`src/rtl/byteop_pkg.sv`:
```
`timescale 1ns/1ps
package byteop_pkg;

  typedef enum logic [3:0] {
    FN_CMPGE  = 4'd0,
    FN_EXTL   = 4'd1,
    FN_EXTH   = 4'd2,
    FN_INSL   = 4'd3,
    FN_INSH   = 4'd4,
    FN_MSKL   = 4'd5,
    FN_MSKH   = 4'd6,
    FN_ZAP    = 4'd7,
    FN_ZAPNOT = 4'd8
  } bop_fn_e;

  typedef enum logic [1:0] {
    SZ_B1 = 2'd0,
    SZ_B2 = 2'd1,
    SZ_B4 = 2'd2,
    SZ_B8 = 2'd3
  } bop_sz_e;

  localparam int unsigned FN_LAST = 8;

endpackage

```
`src/rtl/bop_byte_shift.sv`:
```
`timescale 1ns/1ps
// Byte-granular barrel shifter: each output byte selects one input byte
// by the shift amount, zero when the source lies outside the word.
module bop_byte_shift #(
  parameter int unsigned NBYTES = 8,
  parameter int unsigned BYTE_W = 8,
  parameter bit          LEFT   = 1'b0,
  localparam int unsigned DW    = NBYTES * BYTE_W,
  localparam int unsigned OFFW  = $clog2(NBYTES)
) (
  input  logic [DW-1:0]   din,
  input  logic [OFFW-1:0] amt,
  output logic [DW-1:0]   dout
);

  logic [BYTE_W-1:0] cand [NBYTES][NBYTES];

  for (genvar j = 0; j < NBYTES; j++) begin : g_out
    for (genvar k = 0; k < NBYTES; k++) begin : g_amt
      localparam int SRC = LEFT ? (j - k) : (j + k);
      if (SRC >= 0 && SRC < NBYTES) begin : g_in
        assign cand[j][k] = din[SRC*BYTE_W +: BYTE_W];
      end else begin : g_zero
        assign cand[j][k] = '0;
      end
    end
    assign dout[j*BYTE_W +: BYTE_W] = cand[j][amt];
  end

endmodule

```
`src/rtl/bop_field_mask.sv`:
```
`timescale 1ns/1ps
// Builds the per-byte field select and its low and high parts after
// placement at a byte offset.
module bop_field_mask
  import byteop_pkg::*;
#(
  parameter int unsigned NBYTES = 8,
  localparam int unsigned OFFW  = $clog2(NBYTES)
) (
  input  bop_sz_e           sz,
  input  logic [OFFW-1:0]   off,
  output logic [NBYTES-1:0] field,
  output logic [NBYTES-1:0] lo,
  output logic [NBYTES-1:0] hi
);

  logic [2*NBYTES-1:0] placed;

  always_comb begin
    for (int i = 0; i < NBYTES; i++) begin
      field[i] = (32'(i) < (32'd1 << sz));
    end
  end

  assign placed = {{NBYTES{1'b0}}, field} << off;
  assign lo     = placed[NBYTES-1:0];
  assign hi     = placed[2*NBYTES-1:NBYTES];

endmodule

```
`src/rtl/bop_byte_cmp.sv`:
```
`timescale 1ns/1ps
// Packed unsigned greater-or-equal compare, one bit per byte lane.
module bop_byte_cmp #(
  parameter int unsigned NBYTES = 8,
  parameter int unsigned BYTE_W = 8,
  localparam int unsigned DW    = NBYTES * BYTE_W
) (
  input  logic [DW-1:0]     a,
  input  logic [DW-1:0]     b,
  output logic [NBYTES-1:0] ge
);

  for (genvar i = 0; i < NBYTES; i++) begin : g_lane
    assign ge[i] = a[i*BYTE_W +: BYTE_W] >= b[i*BYTE_W +: BYTE_W];
  end

endmodule

```
`src/rtl/byteop_unit.sv`:
```
`timescale 1ns/1ps
module byteop_unit
  import byteop_pkg::*;
#(
  parameter int unsigned NBYTES = 8,
  parameter int unsigned BYTE_W = 8,
  localparam int unsigned DW    = NBYTES * BYTE_W,
  localparam int unsigned OFFW  = $clog2(NBYTES)
) (
  input  logic          clk,
  input  logic          rst_n,
  input  logic          en,
  input  logic [3:0]    fn,
  input  logic [1:0]    sz,
  input  logic [DW-1:0] a,
  input  logic [DW-1:0] b,
  output logic [DW-1:0] result
);

  // Reset: asserted asynchronously, released on a clock edge.
  logic [1:0] rst_pipe;
  logic       rst_sync_n;

  always_ff @(posedge clk or negedge rst_n) begin
    if (!rst_n) rst_pipe <= 2'b00;
    else        rst_pipe <= {rst_pipe[0], 1'b1};
  end
  assign rst_sync_n = rst_pipe[1];

  // Offsets for the low and high forms.
  logic [OFFW-1:0] off_lo;
  logic [OFFW-1:0] off_hi;
  logic            off_zero;

  assign off_lo   = b[OFFW-1:0];
  assign off_hi   = OFFW'(NBYTES - 32'(off_lo));
  assign off_zero = (off_lo == '0);

  // Shifter network.
  logic [DW-1:0] sh_r_lo, sh_l_hi, sh_l_lo, sh_r_hi;

  bop_byte_shift #(.NBYTES(NBYTES), .BYTE_W(BYTE_W), .LEFT(1'b0)) u_sh_extl (
    .din(a), .amt(off_lo), .dout(sh_r_lo));
  bop_byte_shift #(.NBYTES(NBYTES), .BYTE_W(BYTE_W), .LEFT(1'b1)) u_sh_exth (
    .din(a), .amt(off_hi), .dout(sh_l_hi));
  bop_byte_shift #(.NBYTES(NBYTES), .BYTE_W(BYTE_W), .LEFT(1'b1)) u_sh_insl (
    .din(a), .amt(off_lo), .dout(sh_l_lo));
  bop_byte_shift #(.NBYTES(NBYTES), .BYTE_W(BYTE_W), .LEFT(1'b0)) u_sh_insh (
    .din(a), .amt(off_hi), .dout(sh_r_hi));

  // Field masks.
  logic [NBYTES-1:0] fld_m, lo_m, hi_m;

  bop_field_mask #(.NBYTES(NBYTES)) u_mask (
    .sz(bop_sz_e'(sz)), .off(off_lo), .field(fld_m), .lo(lo_m), .hi(hi_m));

  // Packed compare.
  logic [NBYTES-1:0] ge_v;

  bop_byte_cmp #(.NBYTES(NBYTES), .BYTE_W(BYTE_W)) u_cmp (
    .a(a), .b(b), .ge(ge_v));

  function automatic logic [DW-1:0] widen(input logic [NBYTES-1:0] m);
    logic [DW-1:0] w;
    for (int i = 0; i < NBYTES; i++) begin
      w[i*BYTE_W +: BYTE_W] = {BYTE_W{m[i]}};
    end
    return w;
  endfunction

  // Next-state selection.
  logic [DW-1:0] result_d;
  logic [DW-1:0] result_q;

  always_comb begin
    result_d = '0;
    case (fn)
      FN_CMPGE:  result_d = {{(DW-NBYTES){1'b0}}, ge_v};
      FN_EXTL:   result_d = sh_r_lo & widen(fld_m);
      FN_EXTH:   result_d = off_zero ? '0 : (sh_l_hi & widen(fld_m));
      FN_INSL:   result_d = sh_l_lo & widen(lo_m);
      FN_INSH:   result_d = off_zero ? '0 : (sh_r_hi & widen(hi_m));
      FN_MSKL:   result_d = a & ~widen(lo_m);
      FN_MSKH:   result_d = a & ~widen(hi_m);
      FN_ZAP:    result_d = a & ~widen(b[NBYTES-1:0]);
      FN_ZAPNOT: result_d = a & widen(b[NBYTES-1:0]);
      default:   result_d = '0;
    endcase
  end

  // Result register with clock enable.
  always_ff @(posedge clk or negedge rst_sync_n) begin
    if (!rst_sync_n)  result_q <= '0;
    else if (en)      result_q <= result_d;
  end

  assign result = result_q;

endmodule

```
`config.mk`:
```
export PLATFORM = sky130hd
export DESIGN_NAME = byteop_unit
export DESIGN_NICKNAME = d
export VERILOG_FILES = /design/src/rtl/byteop_pkg.sv /design/src/rtl/bop_byte_shift.sv /design/src/rtl/bop_field_mask.sv /design/src/rtl/bop_byte_cmp.sv /design/src/rtl/byteop_unit.sv
export SDC_FILE = /design/constraint.sdc
export NUM_CORES = 1
export LEC_CHECK = 0
export BUFFER_PORTS_ARGS = -buffer_cell sky130_fd_sc_hd__buf_4
export CAP_MARGIN = 20
export CORE_AREA = 2 2 165 167
export DETAILED_ROUTE_END_ITERATION = 8
export DIE_AREA = 0 0 167 169
export PLACE_DENSITY = 0.71
export REMOVE_ABC_BUFFERS = 1
export SLEW_MARGIN = 25
export SYNTH_ARGS = -nofsm -noshare
export SYNTH_HDL_FRONTEND = slang
export SYNTH_SLANG_ARGS = --single-unit
```
`constraint.sdc`:
```
create_clock -name clk -period 2.85 [get_ports clk]
set_input_delay 0.1425 -clock clk [delete_from_list [all_inputs] [get_ports clk]]
set_output_delay 0.1425 -clock clk [all_outputs]
set_load 0.1 [all_outputs]
```
==> flow_summary.yaml <==
outcome:
  status: "finished, final reports clean"
worst_setup_path:
  cp-end-kind: "flop"
  path_cells: "buf_4, inv_2, ha_4, buf_12, buf_4, nand2b_1, o21ai_0, mux4_2, a221oi_1, o211ai_1"
  critPathArrivalTime_ps: 2510
  path_max_fanout: 20
  crit_top_cell: "buf_4"
  cp.required_ps: 3080
  worst_setup_path_start_kind: "input port"
  critical_path_class: "input port to flop"
  cp_slowest_cell: "mux4_2"
  slowest_delay_ps: 510
synth:
  synthCells: 1508
  yosysUniqueCellTypes: 84
  ys_seq_area_share_pct: 12.7
  syn_avg_cell_area_um2: 8.63
  synth_compound_area_share_pct: 25.3
  async_flop_share_pct: 100
  synthAdderAreaFrac_pct: 6.51
  synth_top_family_by_area: "multiplexers"
  syn_area_um2: 13000
  synth_flop_cell: "dfrtp_1"
  yosysWarnings: 0
  synth_mux_area_share_pct: 31.1
  yosys.area_share.simple_pct: 15.1
  synth_xor_area_share_pct: 0
  synth-seq-cells: 66
  synth_edf_count: 0
sta:
  grt_setup_unrepaired: "false"
  relSlewSlack_pct: 40.4
  worstMarginPinSlew_ps: 882
  fin_worst_skew_ps: 12.4
  fin_crit_sh_pct: 80.2
  max_freq_ghz: 0.437
  setup-tns-final_ps: 0
  hold_viol_final: 0
  period_needed_ps: 2290
  setup_violations: 0
  slew_viol_final: 0
clocking:
  clk_latency_ps: 360
  cts_root_buffer: "clkbuf_16"
  clk_pin_slew_worst_paths_ps: 70
  numCtsBuffers: 9
  cts_tree: "built"
  cts_buffer_depth: 2
  h-tree-depth: 3
  cts.sinks: 66
placement:
  gp_congestion: 1.07
  dp_hpwl_um: 46000
  io_buffers: 200
power:
  power.density_nw_per_um2: 337
  p_leak_nw: 6.96
  irDropWorstVdd_uv: 228
routing:
  dr.first_iter.drc_count: 2647
  wl_per_cell_um: 32.8
  drc: 0
  avgViaCountPerCell: 7.53
  ant_nets: 0
  wl_um: 65800
  vias: 15100
  first_pass_iters: 6
grt:
  grt_remaining_overflow: 0
  grt_max_degree: 97
  grt_pass1_vias: 14300
  grt_antenna_before_repair: 2
  grt_usage_pct: 45.5
  grt_pass1_wl_um: 95800
cells_and_area:
  fillers: 2425
  area_growth_pct: 19.5
  fin_util_pct: 58.7
  drive_gt1_share_pct: 30.7
  diodes: 0
  mostFrequentLayoutCell: "buf_4"
  final_nets: 1862
  final_cell_mix: "306 x buf_4, 136 x mux2i_1, 98 x nand2_1"
job:
  cap_violations: 0
die:
  die_h_um: 169
  die_area_um2: 28200
  core_um2: 26500
  rows: 60
  die_w_um: 167
  start_util_pct: 49.1
  ios: 201
worst_hold_path:
  min_path_type: "input port to async pin"
[synthesized netlist by cell type (40+ instances only)]
cell | number | area (um^2)
a21oi_1 | 46 | 230
a22oi_1 | 40 | 300
buf_2 | 61 | 305
clkbuf_1 | 95 | 357
dfrtp_1 | 66 | 1650
ha_1 | 67 | 838
inv_1 | 97 | 364
mux2_2 | 51 | 574
mux2i_1 | 136 | 1360
mux4_2 | 94 | 2120
nand2_1 | 98 | 368
nor2_1 | 79 | 297
o21ai_0 | 57 | 285
[worst paths after layout]
kind | to | startpoint | slack (ps) | cells after the start
max in group asynchronous | result[16] | rst_pipe[1] | 1740 | 1
worst min-delay path | rst_pipe[1] | rst_n | 100 | 2
worst max register to register | result[6] | result[6] | 1530 | 4
worst min register to register | result[28] | rst_pipe[1] | 340 | 0
min in group clk | result[61] | a[61] | 110 | 2
worst max-delay path | result[9] | b[1] | 560 | 10
[cells by family (layout without fill, tap and decap cells)]
logic type,Yosys count,count (layout)
compound gates,439,439
fa+ha+maj,68,68
buf+inv,282,437
flops,66,66
mux,281,281
other cells,1,1
simple gates,371,371
[layer usage]
layer | part of all wire (%) | track usage (%)
met2 | 40 | 63.2
met1 | 36 | 60.2
met5 | 0 | 0
met4 | 8.3 | 30.7
met3 | 15 | 14.5
[metrics by stage]
step,std cells,area [um^2],hold WS [ps],total power (W),worst slack (ps)
CTS,2004,15600,95.7,0.00516,643
finish,2004,15600,101,0.00525,564
global placement,1987,15200,-75.2,0.00379,235
detailed placement,1987,15200,-74.4,0.00381,273
global route,2004,15600,104,0.00538,505
floorplan,1326,12200,-153,0.00269,-4030
[sequential cells by signal (all words and copies together), names as in the netlist]
register  cells
result       64
rst_pipe      2
[cell type report]
class | instances | area [um^2] | share of cell area [%]
multi-input cells | 1160 | 10200 | 65.5
repair buffers | 321 | 2580 | 16.6
clock buffers | 10 | 239 | 1.54
flip-flops and latches | 66 | 1650 | 10.6
inverters | 100 | 375 | 2.41
well taps | 341 | 427 | 2.74
clock inverters | 6 | 88.8 | 0.571
[worst max-delay path, delay by kind of cell]
family | cells | cell delay, ps
AOI/OAI and AO/OA | 3 | 590
adders and majority gates | 1 | 340
buffers and inverters | 4 | 740
muxes | 1 | 510
and+or+nand+nor | 1 | 180
[power by group]
group	internal [W]	total (W)	switching (W)	leakage [nW]
Combinational	0.00108	0.00284	0.00177	5.91
Sequential	0.000989	0.00104	0.0000523	0.900
Clock	0.000795	0.00136	0.000569	0.155
Total	0.00286	0.00525	0.00239	6.96
[what timing repair did]
action	4_1_cts	5_1_grt
buffers inserted	0	0
endpoints found under the hold margin	2	0
setup endpoints to repair	0	0
hold buffers	1	0
gates resized for setup	0	0
Power figures use the tool's default switching activity.
